==> src/rtl/i2c_stat_pkg.sv <==
package i2c_stat_pkg;
  localparam int STAT_W = 8;
  localparam int BIT_EVF = 7;
  localparam int BIT_TRA = 5;
  localparam int BIT_BUSY = 4;
  localparam int BIT_BTF = 3;
  localparam int BIT_ADR = 2;
  localparam int BIT_MST = 1;
  localparam int BIT_SB = 0;

  typedef struct packed {
    logic clrSeq;
    logic clrAddr;
    logic clrErr;
    logic setMaster;
  } statCtrl_t;
endpackage

==> src/rtl/i2c_stat_ctrl.sv <==
module i2c_stat_ctrl
  import i2c_stat_pkg::*;
(
  input  logic      clk,
  input  logic      rstN,
  input  logic      enable,
  input  logic      cpuStatusRd,
  input  logic      cpuStatus2Rd,
  input  logic      cpuDataAcc,
  input  logic      cpuOtherAcc,
  input  logic      cpuStartWr,
  output statCtrl_t strobes
);
  logic statusSeen;

  always_ff @(posedge clk) begin
    if (!rstN || !enable) statusSeen <= 1'b0;
    else if (cpuStatusRd) statusSeen <= 1'b1;
    else if (cpuDataAcc || cpuOtherAcc || cpuStatus2Rd) statusSeen <= 1'b0;
  end

  always_comb begin
    strobes.clrSeq    = enable && cpuDataAcc && statusSeen;
    strobes.clrAddr   = enable && cpuStatusRd;
    strobes.clrErr    = enable && cpuStatus2Rd;
    strobes.setMaster = enable && cpuStartWr;
  end


  marker_arm_chk: assert property (@(posedge clk) disable iff (!rstN)
    (enable && cpuStatusRd && !cpuDataAcc && !cpuOtherAcc && !cpuStatus2Rd) |=> statusSeen);
endmodule

==> src/rtl/i2c_stat_dp.sv <==
module i2c_stat_dp
  import i2c_stat_pkg::*;
(
  input  logic              clk,
  input  logic              rstN,
  input  logic              enable,
  input  logic              intEnable,
  input  logic              ackEnable,
  input  logic              evByteDone,
  input  logic              evByteTx,
  input  logic              evAddrMatch,
  input  logic              evStartGen,
  input  logic              evAddrSent,
  input  logic              evAckFail,
  input  logic              evStopDet,
  input  logic              evArbLost,
  input  logic              evBusErr,
  input  logic              evBusStart,
  input  logic              evBusStop,
  input  statCtrl_t         strobes,
  output logic [STAT_W-1:0] statusByte,
  output logic              irq,
  output logic              holdScl
);
  logic btfFlag, traFlag, adrFlag, sbFlag, sentFlag;
  logic afFlag, arloFlag, berrFlag, stopFlag, mstFlag, busyFlag;
  logic evfSum;

  always_ff @(posedge clk) begin
    if (!rstN) begin
      btfFlag <= 1'b0; traFlag <= 1'b0; adrFlag <= 1'b0; sbFlag <= 1'b0;
      sentFlag <= 1'b0; afFlag <= 1'b0; arloFlag <= 1'b0; berrFlag <= 1'b0;
      stopFlag <= 1'b0; mstFlag <= 1'b0;
    end else if (!enable) begin
      btfFlag <= 1'b0; traFlag <= 1'b0; adrFlag <= 1'b0; sbFlag <= 1'b0;
      sentFlag <= 1'b0; afFlag <= 1'b0; arloFlag <= 1'b0; berrFlag <= 1'b0;
      stopFlag <= 1'b0; mstFlag <= 1'b0;
    end else begin
      if (evByteDone) btfFlag <= 1'b1;
      else if (strobes.clrSeq) btfFlag <= 1'b0;

      if (evByteDone) traFlag <= evByteTx;
      else if (strobes.clrSeq || evStopDet || evArbLost) traFlag <= 1'b0;

      if (evAddrMatch) adrFlag <= 1'b1;
      else if (strobes.clrAddr) adrFlag <= 1'b0;

      if (evStartGen) sbFlag <= 1'b1;
      else if (strobes.clrSeq) sbFlag <= 1'b0;

      if (evAddrSent) sentFlag <= 1'b1;
      else if (strobes.clrSeq) sentFlag <= 1'b0;

      if (evAckFail) afFlag <= 1'b1;
      else if (strobes.clrErr) afFlag <= 1'b0;

      if (evArbLost) arloFlag <= 1'b1;
      else if (strobes.clrErr) arloFlag <= 1'b0;

      if (evBusErr) berrFlag <= 1'b1;
      else if (strobes.clrErr) berrFlag <= 1'b0;

      if (evStopDet) stopFlag <= 1'b1;
      else if (strobes.clrErr) stopFlag <= 1'b0;

      if (evStopDet || evArbLost) mstFlag <= 1'b0;
      else if (strobes.setMaster) mstFlag <= 1'b1;
    end
  end

  always_ff @(posedge clk) begin
    if (!rstN) busyFlag <= 1'b0;
    else if (enable) begin
      if (evBusStart) busyFlag <= 1'b1;
      else if (evBusStop || evBusErr) busyFlag <= 1'b0;
    end
  end

  always_comb begin
    evfSum = btfFlag || (adrFlag && ackEnable) || sbFlag || sentFlag ||
             afFlag || arloFlag || berrFlag || stopFlag;
    statusByte = '0;
    statusByte[BIT_EVF]  = evfSum;
    statusByte[BIT_TRA]  = traFlag;
    statusByte[BIT_BUSY] = busyFlag;
    statusByte[BIT_BTF]  = btfFlag;
    statusByte[BIT_ADR]  = adrFlag;
    statusByte[BIT_MST]  = mstFlag;
    statusByte[BIT_SB]   = sbFlag;
    holdScl = btfFlag || adrFlag;
    irq     = intEnable && (btfFlag || adrFlag);
  end


  disabled_clear_chk: assert property (@(posedge clk) disable iff (!rstN)
    !enable |=> ((statusByte & 8'hEF) == 8'h00));

  busy_frozen_chk: assert property (@(posedge clk) disable iff (!rstN)
    !enable |=> $stable(busyFlag));

  btf_sticky_chk: assert property (@(posedge clk) disable iff (!rstN)
    (btfFlag && enable && !strobes.clrSeq) |=> btfFlag);

  arb_drops_master_chk: assert property (@(posedge clk) disable iff (!rstN)
    (enable && evArbLost) |=> !mstFlag);
endmodule

==> src/rtl/i2c_stat_top.sv <==
module i2c_stat_top
  import i2c_stat_pkg::*;
(
  input  logic       clk,
  input  logic       rstN,
  input  logic       enable,
  input  logic       intEnable,
  input  logic       ackEnable,
  input  logic       evByteDone,
  input  logic       evByteTx,
  input  logic       evAddrMatch,
  input  logic       evStartGen,
  input  logic       evAddrSent,
  input  logic       evAckFail,
  input  logic       evStopDet,
  input  logic       evArbLost,
  input  logic       evBusErr,
  input  logic       evBusStart,
  input  logic       evBusStop,
  input  logic       cpuStatusRd,
  input  logic       cpuStatus2Rd,
  input  logic       cpuDataAcc,
  input  logic       cpuOtherAcc,
  input  logic       cpuStartWr,
  output logic [7:0] statusByte,
  output logic       irq,
  output logic       holdScl
);
  statCtrl_t strobes;

  i2c_stat_ctrl uCtrl (
    .clk(clk), .rstN(rstN), .enable(enable),
    .cpuStatusRd(cpuStatusRd), .cpuStatus2Rd(cpuStatus2Rd),
    .cpuDataAcc(cpuDataAcc), .cpuOtherAcc(cpuOtherAcc),
    .cpuStartWr(cpuStartWr), .strobes(strobes)
  );

  i2c_stat_dp uDp (
    .clk(clk), .rstN(rstN), .enable(enable), .intEnable(intEnable),
    .ackEnable(ackEnable), .evByteDone(evByteDone), .evByteTx(evByteTx),
    .evAddrMatch(evAddrMatch), .evStartGen(evStartGen), .evAddrSent(evAddrSent),
    .evAckFail(evAckFail), .evStopDet(evStopDet), .evArbLost(evArbLost),
    .evBusErr(evBusErr), .evBusStart(evBusStart), .evBusStop(evBusStop),
    .strobes(strobes), .statusByte(statusByte), .irq(irq), .holdScl(holdScl)
  );


  hold_follows_irq_chk: assert property (@(posedge clk) disable iff (!rstN)
    irq |-> holdScl);
endmodule

==> config.mk <==
export PLATFORM = sky130hd
export DESIGN_NAME = i2c_stat_top
export DESIGN_NICKNAME = d
export VERILOG_FILES = /design/src/rtl/i2c_stat_pkg.sv /design/src/rtl/i2c_stat_ctrl.sv /design/src/rtl/i2c_stat_dp.sv /design/src/rtl/i2c_stat_top.sv
export SDC_FILE = /design/constraint.sdc
export NUM_CORES = 1
export LEC_CHECK = 0
export BUFFER_PORTS_ARGS = -buffer_cell sky130_fd_sc_hd__buf_2
export CORE_MARGIN = 3
export CORE_UTILIZATION = 35
export CTS_CLUSTER_DIAMETER = 40
export CTS_CLUSTER_SIZE = 25
export DETAILED_ROUTE_END_ITERATION = 16
export GPL_TIMING_DRIVEN = 0
export PLACE_DENSITY = 0.64
export SYNTH_ARGS = -nofsm -noshare
export SYNTH_HDL_FRONTEND = slang
export SYNTH_SLANG_ARGS = --single-unit
==> constraint.sdc <==
create_clock -name clk -period 1.03 [get_ports clk]
set_input_delay 0.1545 -clock clk [delete_from_list [all_inputs] [get_ports clk]]
set_output_delay 0.1545 -clock clk [all_outputs]
set_load 0.05 [all_outputs]
==> out/metrics.cfg <==
[outcome]
outcome=finished, violations left
violations=negative setup slack

[global_route]
grt-ovfl-total=0
grt_start_max_net_pins=11
grt_usage_pct=14.9
antenna_found_initial=0
grt_first_pass_wirelength_mm=2.07
grt_pass1_vias=516

[place]
place_hpwl_um=915
io_buffer_count=29
placed_cell_area_um2=666
place.gp.congestion=0.719

[clocking]
clock_latency_ps=280
clock_sinks=12
clock-root-buffer=clkbuf_4
cts_buffer_depth=2
clk_pin_slew_ps=80
cts_tree=done
cts_buffers=3
holdBufCountCts=0
htreeDepth=1

[timing]
layout_setup_ws_ps=-285
slew_viol_final=0
max_freq_mhz=760
finClkSkew_ps=1.62
hold_viol=0
fin_tns_setup_ps=-827
setup_violations=5
rsz0062_at_grt=yes
finalCritPeriodShare_pct=128
post-route-min-period_ps=1310

[route]
num_vias=491
drtIter0Drc=4
wl_per_cell_um=12.3
drc=0
postRouteAntennaNets=0
totalWireLength_mm=1.26
drt-pass1-iter-count=4
viasPerCell=4.81

[critical_path]
rrSetupSlack_ps=50
critPathLaunchType=flop
crit_type=flop to primary output
required_ps=880
cp_slowest_cell=dfxtp_2
ff2ff_path_depth=2
crit_end=statusByte[7]
crit_chain=nor4_2 -> nand3_1 -> buf_8
r2r-end=uCtrl.statusSeen
critical_path_arrival_ps=1160
cp-startpoint=uDp.afFlag
cp_max_fo=2
cp-end-kind=primary output
r2r-start=uCtrl.statusSeen
slowest_delay_ps=330

[floorplanning]
fp-row-count=12
start_util_pct=40.9
core_area_um2=1220
chipWidth_um=43.7
ios=31
die_y_um=43.7
die-area_um2=1910

[synthesis]
synth_top_area_share_pct=48.2
synth_largest_area_cell=dfxtp_1
avgSynthCellArea_um2=8.59
yosys-top-cells-count=12 x dfxtp_1, 10 x nor2_1, 8 x a21oi_1, 8 x buf_4
ys_types=19
syn-instance-count=58
synth_edf_count=0
ys_warn_count=0
ys_ff_latch=12
async_reset_ff_share_pct=0
syn-cell-area_um2=498
syn_nets=79
synth_ff_type=dfxtp_1
seq_area_frac_synth_pct=48.2
synth_top_cells_by_area=dfxtp_1 48%, buf_4 12%, a21oi_1 8.0%, nor2_1 7.5%, a22oi_1 3.0%
yosysMostFrequentCell=dfxtp_1

[cells_and_area]
syn2layout_area_growth_pct=60.3
fill_cells=105
nets=110
diodes=0
fin_area_um2=798
fin_util_pct=65.6
drive_gt1_share_pct=56.8

[run]
cap_violations=0

[power]
p_clk_share_pct=33.6
seq_power_share_pct=43.4
power.internal_w=0.000821
p_leak_nw=0.373
peakVddDrop_v=0.000899
p_switching_w=0.000328
p_per_area_nw_per_um2=1440
comb_power_share_pct=22.9
switching_share_pct=28.6

[hold_path]
hold_path_class=primary input to flop
hp-start=evStopDet

-- power groups by stage --
stage	combinational [W]	clock, W	sequential [W]
after floorplan	0.000154	0	0.000504
after global placement	0.000220	0	0.000506
after detailed placement	0.000222	0	0.000507
after CTS	0.000263	0.000382	0.000497
after global routing	0.000281	0.000402	0.000502
final	0.000264	0.000387	0.000499
-- state kept, by name (all words and copies together) (netlist names) --
signal,cells
uCtrl.statusSeen,1
uDp.adrFlag,1
uDp.afFlag,1
uDp.arloFlag,1
uDp.berrFlag,1
uDp.btfFlag,1
uDp.busyFlag,1
uDp.mstFlag,1
uDp.sbFlag,1
uDp.sentFlag,1
uDp.stopFlag,1
uDp.traFlag,1
-- metal layers --
layer	part of all wire [%]	GRT usage [%]	vias up
met4	1.1	7.23	0
li1	-	-	248
met5	0	0	-
met1	41	16.6	209
met3	11	3.32	4
met2	47	26.2	30
-- layout make-up --
class                      instances  area [µm²]  share of cell area, %
buffer                             4        33.8                   4.23
clock buffer                       4        36.3                   4.55
inverter                           2        7.51                  0.940
multi-input combinational         35         198                   24.8
sequential                        12         251                   31.5
tap                               14        17.5                   2.19
timing repair buffer              31         254                   31.8
-- worst max-delay path, delay by kind of cell, from the launching register on --
| kind | cells | cell delay, ps |
|---|---|---|
| flip-flops | 1 | 330 |
| buffers and inverters | 1 | 170 |
| AND/OR/NAND/NOR | 2 | 380 |
-- per-stage QoR --
step,hold slack [ps],instances,setup WS (ps),total power [W]
2_1_floorplan,232,58,5.41,0.000658
3_3_place_gp,357,101,-144,0.000726
3_5_place_dp,368,101,-180,0.000729
4_1_cts,70.8,106,-315,0.00114
5_1_grt,71.3,102,-319,0.00118
6_report,64.1,102,-285,0.00115
-- placed cells by master, fill, tap and decap left out, types with 2 or more instances in the layout --
| cell | instances |
|---|---|
| a22oi_1 | 2 |
| a21oi_1 | 8 |
| nand2_1 | 2 |
| nor2_1 | 10 |
| dfxtp_2 | 6 |
| inv_1 | 2 |
| buf_2 | 20 |
| buf_6 | 5 |
| buf_8 | 8 |
| clkbuf_4 | 3 |
| nand3_1 | 2 |
| dfxtp_1 | 5 |
-- how the worst min path moves through the flow --
stage / end / slack (ps) / depth (start not counted)
4_1_cts: uDp.mstFlag / 70 / 2
3_5_place_dp: uDp.mstFlag / 370 / 2
6_report: uDp.mstFlag / 60 / 2
3_3_place_gp: uDp.sentFlag / 360 / 3
5_1_grt: uDp.mstFlag / 70 / 2
2_1_floorplan: uDp.mstFlag / 230 / 1
-- logic make-up (layout without fill, tap and decap cells) --
group	Yosys count	count (layout)	synth area share, %
and+or+nand+nor	22	22	22.9
AOI/OAI and AO/OA	12	12	13.8
other	1	1	0.753
DFF	12	12	48.2
buffers and inverters	11	41	14.3
-- what timing repair did --
action,4_1_cts,5_1_grt
pin swaps,3,2
endpoints found under the setup margin,9,9
setup buffers,2,0
resized for setup,27,12
(Power assumes the default switching activity.)
